### src/rtl/sfsr_pkg.sv
package sfsr_pkg;
   localparam logic [7:0] OPC_WREN = 8'h06;
   localparam logic [7:0] OPC_WRDI = 8'h04;
   localparam logic [7:0] OPC_RDSR = 8'h05;
   localparam logic [7:0] OPC_WRSR = 8'h01;

   localparam logic [1:0] KIND_PROG = 2'd0;
   localparam logic [1:0] KIND_SECT = 2'd1;
   localparam logic [1:0] KIND_CHIP = 2'd2;

   localparam int unsigned BP_W = 3;
   localparam int unsigned NV_W = BP_W + 1;
endpackage

### src/rtl/sfsr_spi_front.sv
module sfsr_spi_front import sfsr_pkg::*; #(
   parameter int unsigned SYNC_STAGES = 2,
   parameter int unsigned CNT_W       = 5
) (
   input  logic             clk,
   input  logic             rst_n,
   input  logic             cs_n_i,
   input  logic             sck_i,
   input  logic             si_i,
   input  logic [7:0]       status_i,
   output logic             so_o,
   output logic             cs_rise_o,
   output logic [CNT_W-1:0] bits_o,
   output logic [7:0]       opcode_o,
   output logic [NV_W-1:0]  nv_data_o
);
   localparam logic [CNT_W-1:0] BITS_MAX = {CNT_W{1'b1}};

   generate
      if (CNT_W < 5) begin : g_bad_cnt
         $error("CNT_W must hold a count of at least 16 bits");
      end
   endgenerate

   logic cs_s, sck_s, si_s;

   generate
      if (SYNC_STAGES == 0) begin : g_nosync
         assign cs_s  = cs_n_i;
         assign sck_s = sck_i;
         assign si_s  = si_i;
      end else begin : g_sync
         logic [SYNC_STAGES-1:0] cs_p, sck_p, si_p;
         always_ff @(posedge clk or negedge rst_n) begin
            if (!rst_n) begin
               cs_p  <= '1;
               sck_p <= '0;
               si_p  <= '0;
            end else begin
               cs_p[0]  <= cs_n_i;
               sck_p[0] <= sck_i;
               si_p[0]  <= si_i;
               for (int i = 1; i < SYNC_STAGES; i++) begin
                  cs_p[i]  <= cs_p[i-1];
                  sck_p[i] <= sck_p[i-1];
                  si_p[i]  <= si_p[i-1];
               end
            end
         end
         assign cs_s  = cs_p[SYNC_STAGES-1];
         assign sck_s = sck_p[SYNC_STAGES-1];
         assign si_s  = si_p[SYNC_STAGES-1];
      end
   endgenerate

   logic       cs_q, sck_q, rd_mode, so_q;
   logic [6:0] in_sh, snap;
   logic [2:0] out_idx;
   logic [CNT_W-1:0] bits_q;
   logic [7:0] opc_q;
   logic [NV_W-1:0] nv_q;

   wire rise_w = ~cs_s & sck_s & ~sck_q;
   wire fall_w = ~cs_s & ~sck_s & sck_q;
   wire [7:0] byte_w = {in_sh, si_s};

   always_ff @(posedge clk or negedge rst_n) begin
      if (!rst_n) begin
         cs_q <= 1'b1;
         sck_q <= 1'b0;
      end else begin
         cs_q <= cs_s;
         sck_q <= sck_s;
      end
   end

   always_ff @(posedge clk or negedge rst_n) begin
      if (!rst_n) begin
         in_sh <= '0; snap <= '0; out_idx <= '0; bits_q <= '0;
         opc_q <= '0; nv_q <= '0; rd_mode <= 1'b0; so_q <= 1'b0;
      end else if (cs_s) begin
         bits_q  <= '0;
         rd_mode <= 1'b0;
         out_idx <= '0;
         so_q    <= 1'b0;
      end else begin
         if (rise_w) begin
            in_sh <= byte_w[6:0];
            if (bits_q != BITS_MAX) bits_q <= bits_q + 1'b1;
            if (bits_q == CNT_W'(7)) begin
               opc_q   <= byte_w;
               rd_mode <= (byte_w == OPC_RDSR);
            end
            if (bits_q == CNT_W'(15)) nv_q <= {byte_w[7], byte_w[4:2]};
         end
         if (fall_w && rd_mode) begin
            out_idx <= out_idx + 1'b1;
            if (out_idx == 3'd0) begin
               so_q <= status_i[7];
               snap <= status_i[6:0];
            end else begin
               so_q <= snap[6];
               snap <= {snap[5:0], 1'b0};
            end
         end
      end
   end

   assign so_o      = so_q;
   assign cs_rise_o = cs_s & ~cs_q;
   assign bits_o    = bits_q;
   assign opcode_o  = opc_q;
   assign nv_data_o = nv_q;

   assert_so_idle_R2: assert property (@(posedge clk) disable iff (!rst_n)
      cs_s |=> (so_o == 1'b0));
   assert_rd_opcode_R2: assert property (@(posedge clk) disable iff (!rst_n)
      $rose(rd_mode) |-> (opcode_o == OPC_RDSR));
endmodule

### src/rtl/sfsr_guard.sv
module sfsr_guard import sfsr_pkg::*; #(
   parameter int unsigned CNT_W = 5
) (
   input  logic             evt_i,
   input  logic [7:0]       opcode_i,
   input  logic [CNT_W-1:0] bits_i,
   input  logic             wel_i,
   input  logic             busy_i,
   input  logic             srwd_i,
   input  logic             wp_n_i,
   input  logic [BP_W-1:0]  bp_i,
   input  logic             op_req_i,
   input  logic [1:0]       op_kind_i,
   input  logic             op_prot_i,
   output logic             set_wel_o,
   output logic             clr_wel_o,
   output logic             wrsr_ok_o,
   output logic             wrsr_rej_o,
   output logic             pe_grant_o,
   output logic             pe_deny_o
);
   logic cmd_ok, byte_cmd, wrsr_try, hw_lock, pe_try, allow;

   always_comb begin
      cmd_ok     = evt_i & ~busy_i;
      byte_cmd   = cmd_ok & (bits_i == CNT_W'(8));
      set_wel_o  = byte_cmd & (opcode_i == OPC_WREN);
      clr_wel_o  = byte_cmd & (opcode_i == OPC_WRDI);
      wrsr_try   = cmd_ok & (bits_i == CNT_W'(16)) & (opcode_i == OPC_WRSR) & wel_i;
      hw_lock    = srwd_i & ~wp_n_i;
      wrsr_ok_o  = wrsr_try & ~hw_lock;
      wrsr_rej_o = wrsr_try & hw_lock;
      pe_try     = op_req_i & ~busy_i & wel_i & ~wrsr_ok_o;
      unique case (op_kind_i)
         KIND_PROG, KIND_SECT: allow = ~op_prot_i;
         KIND_CHIP:            allow = (bp_i == '0);
         default:              allow = 1'b0;
      endcase
      pe_grant_o = pe_try & allow;
      pe_deny_o  = pe_try & ~allow;
   end
endmodule

### src/rtl/sfsr_busy_timer.sv
module sfsr_busy_timer #(
   parameter int unsigned BUSY_CYCLES = 1000
) (
   input  logic clk,
   input  logic rst_n,
   input  logic start_i,
   output logic busy_o,
   output logic done_o
);
   localparam int unsigned CW = $clog2(BUSY_CYCLES + 1);

   generate
      if (BUSY_CYCLES < 1) begin : g_bad_len
         $error("BUSY_CYCLES must be at least 1");
      end
   endgenerate

   logic          busy_q;
   logic [CW-1:0] cnt_q;

   always_ff @(posedge clk or negedge rst_n) begin
      if (!rst_n) begin
         busy_q <= 1'b0;
         cnt_q  <= '0;
      end else if (start_i && !busy_q) begin
         busy_q <= 1'b1;
         cnt_q  <= CW'(BUSY_CYCLES - 1);
      end else if (busy_q) begin
         if (cnt_q == '0) busy_q <= 1'b0;
         else             cnt_q  <= cnt_q - 1'b1;
      end
   end

   assign busy_o = busy_q;
   assign done_o = busy_q & (cnt_q == '0);

   assert_end_via_done_R10: assert property (@(posedge clk) disable iff (!rst_n)
      $fell(busy_o) |-> $past(done_o));
   assert_no_restart_R10: assert property (@(posedge clk) disable iff (!rst_n)
      busy_o |-> !start_i);
endmodule

### src/rtl/sflash_status_unit.sv
module sflash_status_unit import sfsr_pkg::*; #(
   parameter int unsigned    BUSY_CYCLES = 1000,
   parameter int unsigned    SYNC_STAGES = 2,
   parameter logic [NV_W-1:0] NV_RESET   = '0
) (
   input  logic            clk,
   input  logic            rst_n,
   input  logic            cs_n_i,
   input  logic            sck_i,
   input  logic            si_i,
   output logic            so_o,
   input  logic            wp_n_i,
   input  logic            op_req_i,
   input  logic [1:0]      op_kind_i,
   input  logic            op_prot_i,
   input  logic            op_fail_i,
   output logic            op_grant_o,
   output logic            op_deny_o,
   output logic            busy_o,
   output logic [BP_W-1:0] bp_o
);
   localparam int unsigned CNT_W = 5;

   generate
      if (SYNC_STAGES > 4) begin : g_bad_sync
         $error("SYNC_STAGES above 4 is not supported");
      end
   endgenerate

   logic             srwd_q, wel_q, err_q, pe_run_q;
   logic [BP_W-1:0]  bp_q;
   logic [1:0]       gkind_q;
   logic [7:0]       status;
   logic             evt, busy, done;
   logic [CNT_W-1:0] bits;
   logic [7:0]       opcode;
   logic [NV_W-1:0]  nv_data;
   logic set_wel, clr_wel, wrsr_ok, wrsr_rej, pe_grant, pe_deny;

   assign status = {srwd_q, err_q, 1'b0, bp_q, wel_q, busy};

   sfsr_spi_front #(.SYNC_STAGES(SYNC_STAGES), .CNT_W(CNT_W)) u_front (
      .clk, .rst_n, .cs_n_i, .sck_i, .si_i,
      .status_i(status), .so_o, .cs_rise_o(evt), .bits_o(bits),
      .opcode_o(opcode), .nv_data_o(nv_data));

   sfsr_guard #(.CNT_W(CNT_W)) u_guard (
      .evt_i(evt), .opcode_i(opcode), .bits_i(bits), .wel_i(wel_q),
      .busy_i(busy), .srwd_i(srwd_q), .wp_n_i, .bp_i(bp_q),
      .op_req_i, .op_kind_i, .op_prot_i,
      .set_wel_o(set_wel), .clr_wel_o(clr_wel), .wrsr_ok_o(wrsr_ok),
      .wrsr_rej_o(wrsr_rej), .pe_grant_o(pe_grant), .pe_deny_o(pe_deny));

   sfsr_busy_timer #(.BUSY_CYCLES(BUSY_CYCLES)) u_timer (
      .clk, .rst_n, .start_i(wrsr_ok | pe_grant), .busy_o(busy), .done_o(done));

   always_ff @(posedge clk or negedge rst_n) begin
      if (!rst_n) begin
         srwd_q <= NV_RESET[NV_W-1];
         bp_q   <= NV_RESET[BP_W-1:0];
         wel_q  <= 1'b0; err_q <= 1'b0; pe_run_q <= 1'b0;
         op_grant_o <= 1'b0; op_deny_o <= 1'b0; gkind_q <= '0;
      end else begin
         if (wrsr_ok) begin
            srwd_q <= nv_data[NV_W-1];
            bp_q   <= nv_data[BP_W-1:0];
         end
         if (pe_grant)     pe_run_q <= 1'b1;
         else if (wrsr_ok) pe_run_q <= 1'b0;
         if (done && pe_run_q) err_q <= op_fail_i;
         if (done || wrsr_rej || pe_deny) wel_q <= 1'b0;
         else if (set_wel)                wel_q <= 1'b1;
         else if (clr_wel)                wel_q <= 1'b0;
         op_grant_o <= pe_grant;
         op_deny_o  <= pe_deny;
         gkind_q    <= op_kind_i;
      end
   end

   assign busy_o = busy;
   assign bp_o   = bp_q;

   assert_hw_lock_R7: assert property (@(posedge clk) disable iff (!rst_n)
      ($past(srwd_q) && !$past(wp_n_i)) |-> (srwd_q == $past(srwd_q) && bp_q == $past(bp_q)));
   assert_nv_only_wrsr_R5: assert property (@(posedge clk) disable iff (!rst_n)
      !$stable({srwd_q, bp_q}) |-> $past(wrsr_ok));
   assert_busy_needs_wel_R6: assert property (@(posedge clk) disable iff (!rst_n)
      $rose(busy) |-> $past(wel_q));
   assert_wel_rise_R4: assert property (@(posedge clk) disable iff (!rst_n)
      $rose(wel_q) |-> $past(set_wel));
   assert_ce_open_R8: assert property (@(posedge clk) disable iff (!rst_n)
      (op_grant_o && gkind_q == KIND_CHIP) |-> (bp_q == '0));
   assert_err_at_end_R11: assert property (@(posedge clk) disable iff (!rst_n)
      !$stable(err_q) |-> $past(done && pe_run_q));
   assert_pulse_excl_R9: assert property (@(posedge clk) disable iff (!rst_n)
      $onehot0({op_grant_o, op_deny_o}));
endmodule

### config.mk
export PLATFORM = sky130hd
export DESIGN_NAME = sflash_status_unit
export DESIGN_NICKNAME = d
export VERILOG_FILES = /design/src/rtl/sfsr_pkg.sv /design/src/rtl/sfsr_spi_front.sv /design/src/rtl/sfsr_guard.sv /design/src/rtl/sfsr_busy_timer.sv /design/src/rtl/sflash_status_unit.sv
export SDC_FILE = /design/constraint.sdc
export NUM_CORES = 1
export LEC_CHECK = 0
export ABC_CLOCK_PERIOD_IN_PS = 2500
export BUFFER_PORTS_ARGS = -buffer_cell sky130_fd_sc_hd__buf_2
export CORE_ASPECT_RATIO = 1.2
export CORE_MARGIN = 1.5
export CORE_UTILIZATION = 60
export CTS_BUF_LIST = sky130_fd_sc_hd__clkbuf_4 sky130_fd_sc_hd__clkbuf_8
export CTS_CLUSTER_SIZE = 14
export DETAILED_ROUTE_END_ITERATION = 6
export PLACE_DENSITY_LB_ADDON = 0.1
export SLEW_MARGIN = 20
export SYNTH_ARGS = -nofsm -noshare
export SYNTH_HDL_FRONTEND = slang
export SYNTH_SLANG_ARGS = --single-unit
### constraint.sdc
create_clock -name clk -period 2.5 [get_ports clk]
set_input_delay 0.125 -clock clk [delete_from_list [all_inputs] [get_ports clk]]
set_output_delay 0.125 -clock clk [all_outputs]
set_load 0.005 [all_outputs]
==> reports/results.ini, run 1 <==
[outcome]
status = finished clean

[synthesis]
syn_nets = 271
synth_fa_ha_area_share_pct = 3.33
ys_seq_area_share_pct = 53.4
synth_area_leader_cell = dfrtp_1
synthMuxAreaShare_pct = 13.1
synth_top_area_share_pct = 50.8
yosysWarnings = 0
synth_edf_count = 0
ys_types = 60
async_flop_share_pct = 100
synthXorXnorAreaFrac_pct = 2.04
synth_area_per_cell_sq_um = 11.9
synth_flop_cell = dfrtp_1
synthCells = 252
synth_compound_area_share_pct = 8.16
netlist_area_sq_um = 3000
synthSimpleGateAreaFrac_pct = 17.0
synthTopCellsByArea = dfrtp_1 51%, mux2_2 8.6%, ha_1 3.3%, mux2i_1 3.3%, dfstp_2 2.6%
synth_top_family_by_area = simple AND/OR/NAND/NOR gates
synth_seq_cells = 64

[clock_tree]
cts-root-buf = clkbuf_8
cts_inserted_buffers = 9
clk_pin_slew_ps = 70
clock-sinks = 64
cts_tree = built
clock_path_buffers = 2
clk-insertion-delay-late_ps = 340
cts-resized-gates = 0
cts_max_level = 3

[floorplan]
ioPinCount = 18
coreArea_sq_um = 4870
die_w_um = 67.6
fp.dieH_um = 80.5
start_util_pct = 61.7
die_area_sq_um = 5440
rows = 28

[cells_and_area]
drive_above_1_share_pct = 27.2
num_antenna_cells = 0
nets = 301
finalNonFillerCells = 347
area_growth_pct = 15.0

[place]
dp_hpwl_mm = 3.86
place_congestion = 0.760
port_buffers = 17
pre_cts_slack_ps = 428
dpl.cell_count = 327

[drt]
drc = 0
drt_iter0_markers = 144
viasPerCell = 5.68
wl_per_cell_um = 15.8
dr_total_vias = 1971
drt-pass1-iter-count = 4
wl_mm = 5.49
antenna_left = 0

[global_routing]
track_usage_pct = 22.4
overflow = 0
grt_pass1_wl_mm = 8.89
antenna_found_initial = 0
grt_pass1_vias = 1870
grt_max_degree = 35

[setup_path]
cp_max_fo = 5
cp-start-kind = flop
required_ps = 2720
crit_type = flop to flop
crit_arrival_ps = 2290
end_kind = flop

[sta]
finalMaxSlewViolations = 0
fmax_mhz = 483
relSlewSlack_pct = 51.6
grt_setup_unrepaired = no
setup_slack_ps = 431
tns_ps = 0
finalClockSkew_ps = 14.5
tightest_slew_ps = 726
final-setup-viol-count = 0
post-route-period-util_pct = 82.7
hold_viol_final = 0
finalWorstPathRequiredPeriod_ps = 2070

[hold_path]
hp-class = input pin to flop

[job]
maxCapViolations = 0

[power]
total_power_uw = 2310
powerDensity_nw_per_um2 = 667
ir_drop_mv = 0.604
leakagePower_uw = 0.00155

==> where the power goes <==
group | leakage (uW) | switching, uW | internal, uW
Sequential | 0.000813 | 64.6 | 1090
Clock | 0.000116 | 402 | 629
Combinational | 0.000622 | 49.1 | 69.1
Total | 0.00155 | 516 | 1790
==> synthesized netlist by cell type, types with 3 or more instances <==
| cell type | n |
|---|---|
| a21oi_1 | 4 |
| o31ai_1 | 3 |
| dfrtp_1 | 61 |
| and2_1 | 3 |
| nor2b_1 | 3 |
| nand4_1 | 4 |
| mux2i_1 | 10 |
| xnor2_1 | 3 |
| dfstp_2 | 3 |
| ha_1 | 8 |
| o21ai_1 | 3 |
| clkbuf_1 | 5 |
| o21ai_0 | 10 |
| mux2_2 | 23 |
| inv_1 | 11 |
| nor4bb_1 | 4 |
| nand3_1 | 3 |
| xor2_1 | 4 |
| nor4_1 | 3 |
| nand2_1 | 17 |
| nor3_1 | 5 |
| nor2_1 | 20 |
==> cell families (layout without fill, tap and decap cells) <==
| group | count (synthesis) | after routing |
|---|---|---|
| buffers and inverters | 20 | 55 |
| AND/OR/NAND/NOR | 84 | 84 |
| adder cells (fa/ha/maj) | 8 | 8 |
| flip-flops | 64 | 64 |
| multiplexers | 35 | 35 |
| AO/OA/AOI/OAI | 34 | 34 |
| XOR/XNOR | 7 | 7 |
==> through the flow <==
| step | cell area, sq um | util (%) | hold WS, ps |
|---|---|---|---|
| 2_1_floorplan | 3000 | - | -171 |
| 3_3_place_gp | 3180 | 65.3 | 221 |
| 3_5_place_dp | 3180 | 65.3 | 221 |
| 4_1_cts | 3450 | 70.9 | 41.1 |
| 5_1_grt | 3450 | 70.9 | 42.0 |
| 6_report | 3450 | 70.9 | 41.0 |
==> layout make-up <==
class                           count  area, sq um
Sequential cell                    64         1610
Fill cell                         364         1420
Multi-Input combinational cell    168         1310
Timing Repair Buffer               27          183
Clock buffer                       12          159
Clock inverter                      4         76.3
Tap cell                           60         75.1
Inverter                           12         45.0
==> per-layer routing <==
layer / wire length, um / share of wire (%) / global-route usage, % / vias to the layer above
met5: 0 / 0 / 0 / -
met4: 80 / 1.5 / 9.18 / 0
met3: 158 / 2.9 / 5.46 / 9
met2: 2740 / 50 / 35.8 / 32
met1: 2510 / 46 / 29.0 / 968
li1: - / - / - / 962
==> cell usage in the layout (no fill, tap or decap), drive strengths merged, types with 3 or more instances in the layout <==
cell type,n
nor2b,3
inv,11
mux2i,11
clkbuf,12
nor3,5
buf,23
dlygate4sd3,4
dfstp,3
o31ai,4
nand2,17
mux2,24
nor4bb,4
ha,8
nand4,5
a21oi,4
nand3,3
o21ai,13
dfrtp,61
nor2,21
nor3b,3
xnor2,3
nor4,4
and2,4
xor2,4
nor4b,3
==> worst paths after layout <==
kind,cells past startpoint,start,slack (ps),end
min,2,op_fail_i,40,err_q
min in group asynchronous,2,rst_n,380,u_front.snap[0]
min reg2reg,0,u_front.g_sync.si_p[0],350,u_front.g_sync.si_p[1]
max,6,u_timer.cnt_q[0],430,err_q
max in group asynchronous,3,rst_n,1430,u_front.cs_q
max reg2reg,6,u_timer.cnt_q[0],430,err_q
==> sequential cells by signal, summed over array words and instances (netlist names) <==
name / count
bp_o: 3
u_front.nv_data_o: 4
u_front.cs_q: 1
op_grant_o: 1
pe_run_q: 1
u_front.opcode_o: 8
err_q: 1
u_front.in_sh: 7
u_front.g_sync.si_p: 2
u_front.out_idx: 3
u_front.rd_mode: 1
u_timer.busy_o: 1
u_front.bits_o: 5
u_front.sck_q: 1
u_front.g_sync.sck_p: 2
u_front.so_o: 1
u_front.snap: 7
op_deny_o: 1
u_front.g_sync.cs_p: 2
srwd_q: 1
wel_q: 1
u_timer.cnt_q: 10
==> timing repair <==
action | in CTS | in global routing
endpoints found under the setup margin | 0 | 0
hold buffers | 4 | 0
buffers inserted | 0 | 0
endpoints found under the hold margin | 31 | 0
==> worst max-delay path: stages (launching register included) <==
cell,delay (ps)
dfrtp_1,420
inv_1,130
ha_1,210
nor4b_2,390
nand4_1,270
nor2_1,170
mux2_1,350
Power figures use the tool's default switching activity.
==> run 2: changes to the inputs <==
--- a/config.mk
+++ b/config.mk
@@ -5,11 +5,11 @@
 export SDC_FILE = /design/constraint.sdc
 export NUM_CORES = 1
 export LEC_CHECK = 0
-export ABC_CLOCK_PERIOD_IN_PS = 2500
+export ABC_CLOCK_PERIOD_IN_PS = 1700
 export BUFFER_PORTS_ARGS = -buffer_cell sky130_fd_sc_hd__buf_2
 export CORE_ASPECT_RATIO = 1.2
 export CORE_MARGIN = 1.5
-export CORE_UTILIZATION = 60
+export CORE_UTILIZATION = 57
 export CTS_BUF_LIST = sky130_fd_sc_hd__clkbuf_4 sky130_fd_sc_hd__clkbuf_8
 export CTS_CLUSTER_SIZE = 14
 export DETAILED_ROUTE_END_ITERATION = 6
==> constraint.sdc (replaced) <==
create_clock -name clk -period 1.7 [get_ports clk]
set_input_delay 0.085 -clock clk [delete_from_list [all_inputs] [get_ports clk]]
set_output_delay 0.085 -clock clk [all_outputs]
set_load 0.005 [all_outputs]
==> reports/results.ini, run 2 (same netlist as run 1, synthesis figures left out) <==
[outcome]
status = complete, but fails checks
violations = setup timing

[clock_tree]
clock-sinks = 64
clk-insertion-delay-late_ps = 350
clk_pin_slew_ps = 70
cts_inserted_buffers = 9
clock_path_buffers = 2
cts_tree = built
cts_max_level = 3
cts-root-buf = clkbuf_8

[sta]
hold-worst-slack_ps = 104
tightest_slew_ps = 587
fmax_mhz = 551
finalMaxSlewViolations = 0
final-setup-viol-count = 10
post-route-period-util_pct = 107
finalWorstPathRequiredPeriod_ps = 1820
finalClockSkew_ps = 13.0
tns_ps = -424
hold_viol_final = 0
relSlewSlack_pct = 60.9
grt_setup_unrepaired = yes
setup_slack_ps = -116

[cells_and_area]
largest_reg_flops = 10
area_growth_pct = 35.7
top_register = u_timer.cnt_q
final_cell_mix = 61 x dfrtp_1, 44 x buf_4, 19 x mux2_2, 18 x nor2_1
multiInputGateArea_sq_um = 1550
fillers = 288
nets = 349
num_antenna_cells = 0
final_common_cell = dfrtp_1
final_core_util_pct = 81.4
regArea_sq_um = 1610
drive_above_1_share_pct = 45.1

[setup_path]
end_kind = flop
critical_path.cell_chain = or4_4 > buf_4 > o31ai_4 > xnor2_1 > a22o_1
required_ps = 1930
crit_arrival_ps = 2050
critPathSlowestCell = or4_4
crit_buf_inv = 1
cp-start-kind = flop
crit_family = simple AND/OR/NAND/NOR gates
cp_max_fo = 4
crit_type = flop to flop
cpPeakStageDelay_ps = 560

[global_routing]
overflow = 0
track_usage_pct = 25.1
grt_max_degree = 25
grt_pass1_wl_mm = 10.9
grt_pass1_vias = 2291
antenna_found_initial = 0

[drt]
dr_total_vias = 2253
antenna_left = 0
wl_met2_mm = 3.59
drt-pass1-iter-count = 4
top_layer_used = met4
wl_mm = 6.98
wl_met3_um = 232
viasPerCell = 5.70
wl_per_cell_um = 17.7
drt_iter0_markers = 166
drc = 0
m1WireLength_mm = 2.99

[place]
port_buffers = 17
dp_hpwl_mm = 4.45
place_congestion = 0.816

[floorplan]
die_w_um = 69.3
ioPinCount = 18
start_util_pct = 60.0
rows = 28
coreArea_sq_um = 5010
fp.dieH_um = 82.5
die_area_sq_um = 5720

[power]
total_power_uw = 3430
leakagePower_uw = 0.00187
ir_drop_mv = 0.985
powerDensity_nw_per_um2 = 841

[job]
maxCapViolations = 0

[hold_path]
hp-class = input pin to flop

[run 2: cell count changes in the layout (fill, tap and decap cells not counted), sizes merged]
cell,change
clkinv,-1
inv,+1
dlygate4sd3,+1
clkbuf,-2
a2bb2oi,+1
clkinvlp,+2
buf,+46
[run 2: area by class of cell]
class	instances	area share [%]
inverter	12	1.10
tap	60	1.84
sequential	64	39.4
clock inverter	6	2.24
timing repair buffer	74	14.1
clock buffer	10	3.38
multi-input combinational	169	38.0
[run 2: worst register-to-register path, delay by kind of cell, from the launching register on]
kind | cells | cell delay [ps]
AOI/OAI and AO/OA | 2 | 490
and+or+nand+nor | 1 | 560
DFF | 1 | 400
xor gates and xnor gates | 1 | 90
buffers and inverters | 1 | 170
[run 2: worst paths after layout]
kind	from	end	slack [ps]	cells past startpoint
max	u_timer.cnt_q[3]	u_timer.cnt_q[3]	-120	5
min	wp_n_i	srwd_q	100	4
max reg2reg	u_timer.cnt_q[3]	u_timer.cnt_q[3]	-120	5
min reg2reg	u_front.g_sync.sck_p[0]	u_front.g_sync.sck_p[1]	350	0
max in group asynchronous	rst_n	u_front.bits_o[1]	900	3
min in group asynchronous	rst_n	u_front.snap[0]	270	2
[run 2: per-stage QoR]
| stage | setup WS, ps | instances | area, sq um |
|---|---|---|---|
| final | -116 | 395 | 4080 |
| after global routing | -161 | 395 | 4080 |
| after detailed placement | -168 | 366 | 3540 |
| after CTS | -55.2 | 389 | 3910 |
| after global placement | -160 | 366 | 3540 |
| after floorplan | -99.8 | 252 | 3070 |
[run 2: layer usage]
metal	vias up	track usage, %
met1	1114	29.7
met5	-	0
met2	57	44.1
met4	0	12.5
met3	21	5.22
li1	1061	-
[run 2: timing repair]
item,in CTS,in global routing
endpoints found under the setup margin,23,25
resized for setup,12,28
setup buffers,2,6
hold buffers,5,0
gates cloned,0,1
pin swaps,13,19
hold endpoints to repair,23,0
[run 2: report_power, final]
group	total [uW]	switching, uW	internal [uW]	leakage [uW]
Sequential	1700	96.5	1600	0.000813
Combinational	231	98.2	133	0.000947
Clock	1490	624	870	0.000105
Total	3430	819	2610	0.00187
==> run 3: changes to the inputs <==
--- a/config.mk
+++ b/config.mk
@@ -13,7 +13,7 @@
 export CTS_BUF_LIST = sky130_fd_sc_hd__clkbuf_4 sky130_fd_sc_hd__clkbuf_8
 export CTS_CLUSTER_SIZE = 14
 export DETAILED_ROUTE_END_ITERATION = 6
-export PLACE_DENSITY_LB_ADDON = 0.1
+export PLACE_DENSITY = 0.76
 export SLEW_MARGIN = 20
 export SYNTH_ARGS = -nofsm -noshare
 export SYNTH_HDL_FRONTEND = slang
==> reports/results.ini, run 3 (same netlist as run 1, synthesis figures left out) <==
[outcome]
status = complete, but fails checks
violations = setup timing

[drt]
wl_mm = 6.77
antenna_left = 0
drt_iter0_markers = 143
wl_per_cell_um = 17.2
drc = 0
viasPerCell = 5.76
drt-pass1-iter-count = 4
dr_total_vias = 2269

[place]
dpl.cell_count = 366
dp_hpwl_mm = 4.29
pre_cts_slack_ps = -149
port_buffers = 17
place_congestion = 0.810

[cells_and_area]
num_antenna_cells = 0
fillers = 292
final_core_util_pct = 80.5
final_common_cell = dfrtp_1
finalNonFillerCells = 394
area_growth_pct = 34.3
drive_above_1_share_pct = 45.5
top_register = u_timer.cnt_q
largest_reg_flops = 10
nets = 348
multiInputGateArea_sq_um = 1520
final_cell_mix = 61 x dfrtp_1, 45 x buf_4, 19 x mux2_2, 18 x nor2_1, 17 x buf_2
regArea_sq_um = 1610

[sta]
relSlewSlack_pct = 64.5
fmax_mhz = 566
finalWorstPathRequiredPeriod_ps = 1770
final-setup-viol-count = 13
finalClockSkew_ps = 12.4
hold_viol_final = 0
post-route-period-util_pct = 104
finalMaxSlewViolations = 0
grt_setup_unrepaired = yes
setup_slack_ps = -67.1
tightest_slew_ps = 533

[setup_path]
r2r_start = u_timer.cnt_q[5]
cp_max_fo = 4
required_ps = 1930
crit_type = flop to flop
crit_arrival_ps = 2000
critPathSlowestCell = or4_4
critical_path.cell_chain = or4_4 > buf_6 > o31ai_4 > xnor2_1 > a22o_1
cp-start-kind = flop
end_kind = flop
cp-startpoint = u_timer.cnt_q[5]
cpPeakStageDelay_ps = 600

[floorplan]
ioPinCount = 18
die_area_sq_um = 5720
fp.dieH_um = 82.5
rows = 28
die_w_um = 69.3
start_util_pct = 60.0
coreArea_sq_um = 5010

[power]
ir_drop_mv = 1.08
total_power_uw = 3350
leakagePower_uw = 0.00188
powerDensity_nw_per_um2 = 832

[clock_tree]
clock-sinks = 64
clk_pin_slew_ps = 70
cts_tree = built
clk-insertion-delay-late_ps = 340
cts_max_level = 3
clock_path_buffers = 2
cts_inserted_buffers = 9
cts-root-buf = clkbuf_8

[hold_path]
min-delay-start = wp_n_i
hp-class = input pin to flop

[global_routing]
overflow = 0
track_usage_pct = 25.4
grt_pass1_wl_mm = 11.1
grt_pass1_vias = 2344
antenna_found_initial = 0
grt_max_degree = 31

[job]
maxCapViolations = 0

run 3: cell types whose count changed in the layout (fill, tap and decap cells not counted), moves of 3 or more:
cell,previous run,this run
o21ai_1,4,0
clkbuf_4,0,3
o21ai_2,0,3
clkinvlp_4,3,0
run 3: final cells by class:
type                       instances  area share, %
sequential                        64           39.8
multi-input combinational        168           37.7
timing repair buffer              74           13.9
clock buffer                      13           3.97
tap                               60           1.86
clock inverter                     3           1.61
inverter                          12           1.12
run 3: repair_timing:
item	4_1_cts	5_1_grt
endpoints found under the hold margin	19	0
gates resized for setup	21	19
setup buffers	4	4
pin swaps	19	22
endpoints found under the setup margin	22	29
hold buffers	5	0
run 3: worst max-delay path, delay by kind of cell, from the launching register on:
family	cells	cell delay [ps]
compound gates	2	420
xor+xnor	1	90
buf+inv	1	160
flops	1	380
simple gates	1	600
run 3: metrics by stage:
stage,hold slack [ps],TNS [ps],cell area (sq um)
floorplan,-211,-166,3070
global placement,50.5,-649,3530
detailed placement,59.4,-1050,3530
CTS,70.0,-237,3940
global route,93.8,-2210,4030
finish,97.6,-385,4030
run 3: report_power, final:
group,switching (uW),internal [uW],leakage (uW)
logic,87.4,117,0.000949
clock network,542,913,0.000118
registers,88.0,1610,0.000813
total,718,2640,0.00188
run 3: path summary, 6_finish.rpt:
kind,endpoint,slack [ps],depth (start not counted)
worst min-delay path,srwd_q,100,4
max in group asynchronous,u_front.in_sh[3],880,3
worst max-delay path,u_timer.cnt_q[3],-70,5
worst max register to register,u_timer.cnt_q[3],-70,5
min in group asynchronous,u_front.so_o,230,2
worst min register to register,u_front.g_sync.si_p[1],350,0
run 3: routing by layer:
metal,part of all wire (%),GRT usage (%)
met4,1.8,8.63
met2,53,46.0
met3,3.5,6.67
met5,0,0
met1,41,29.7
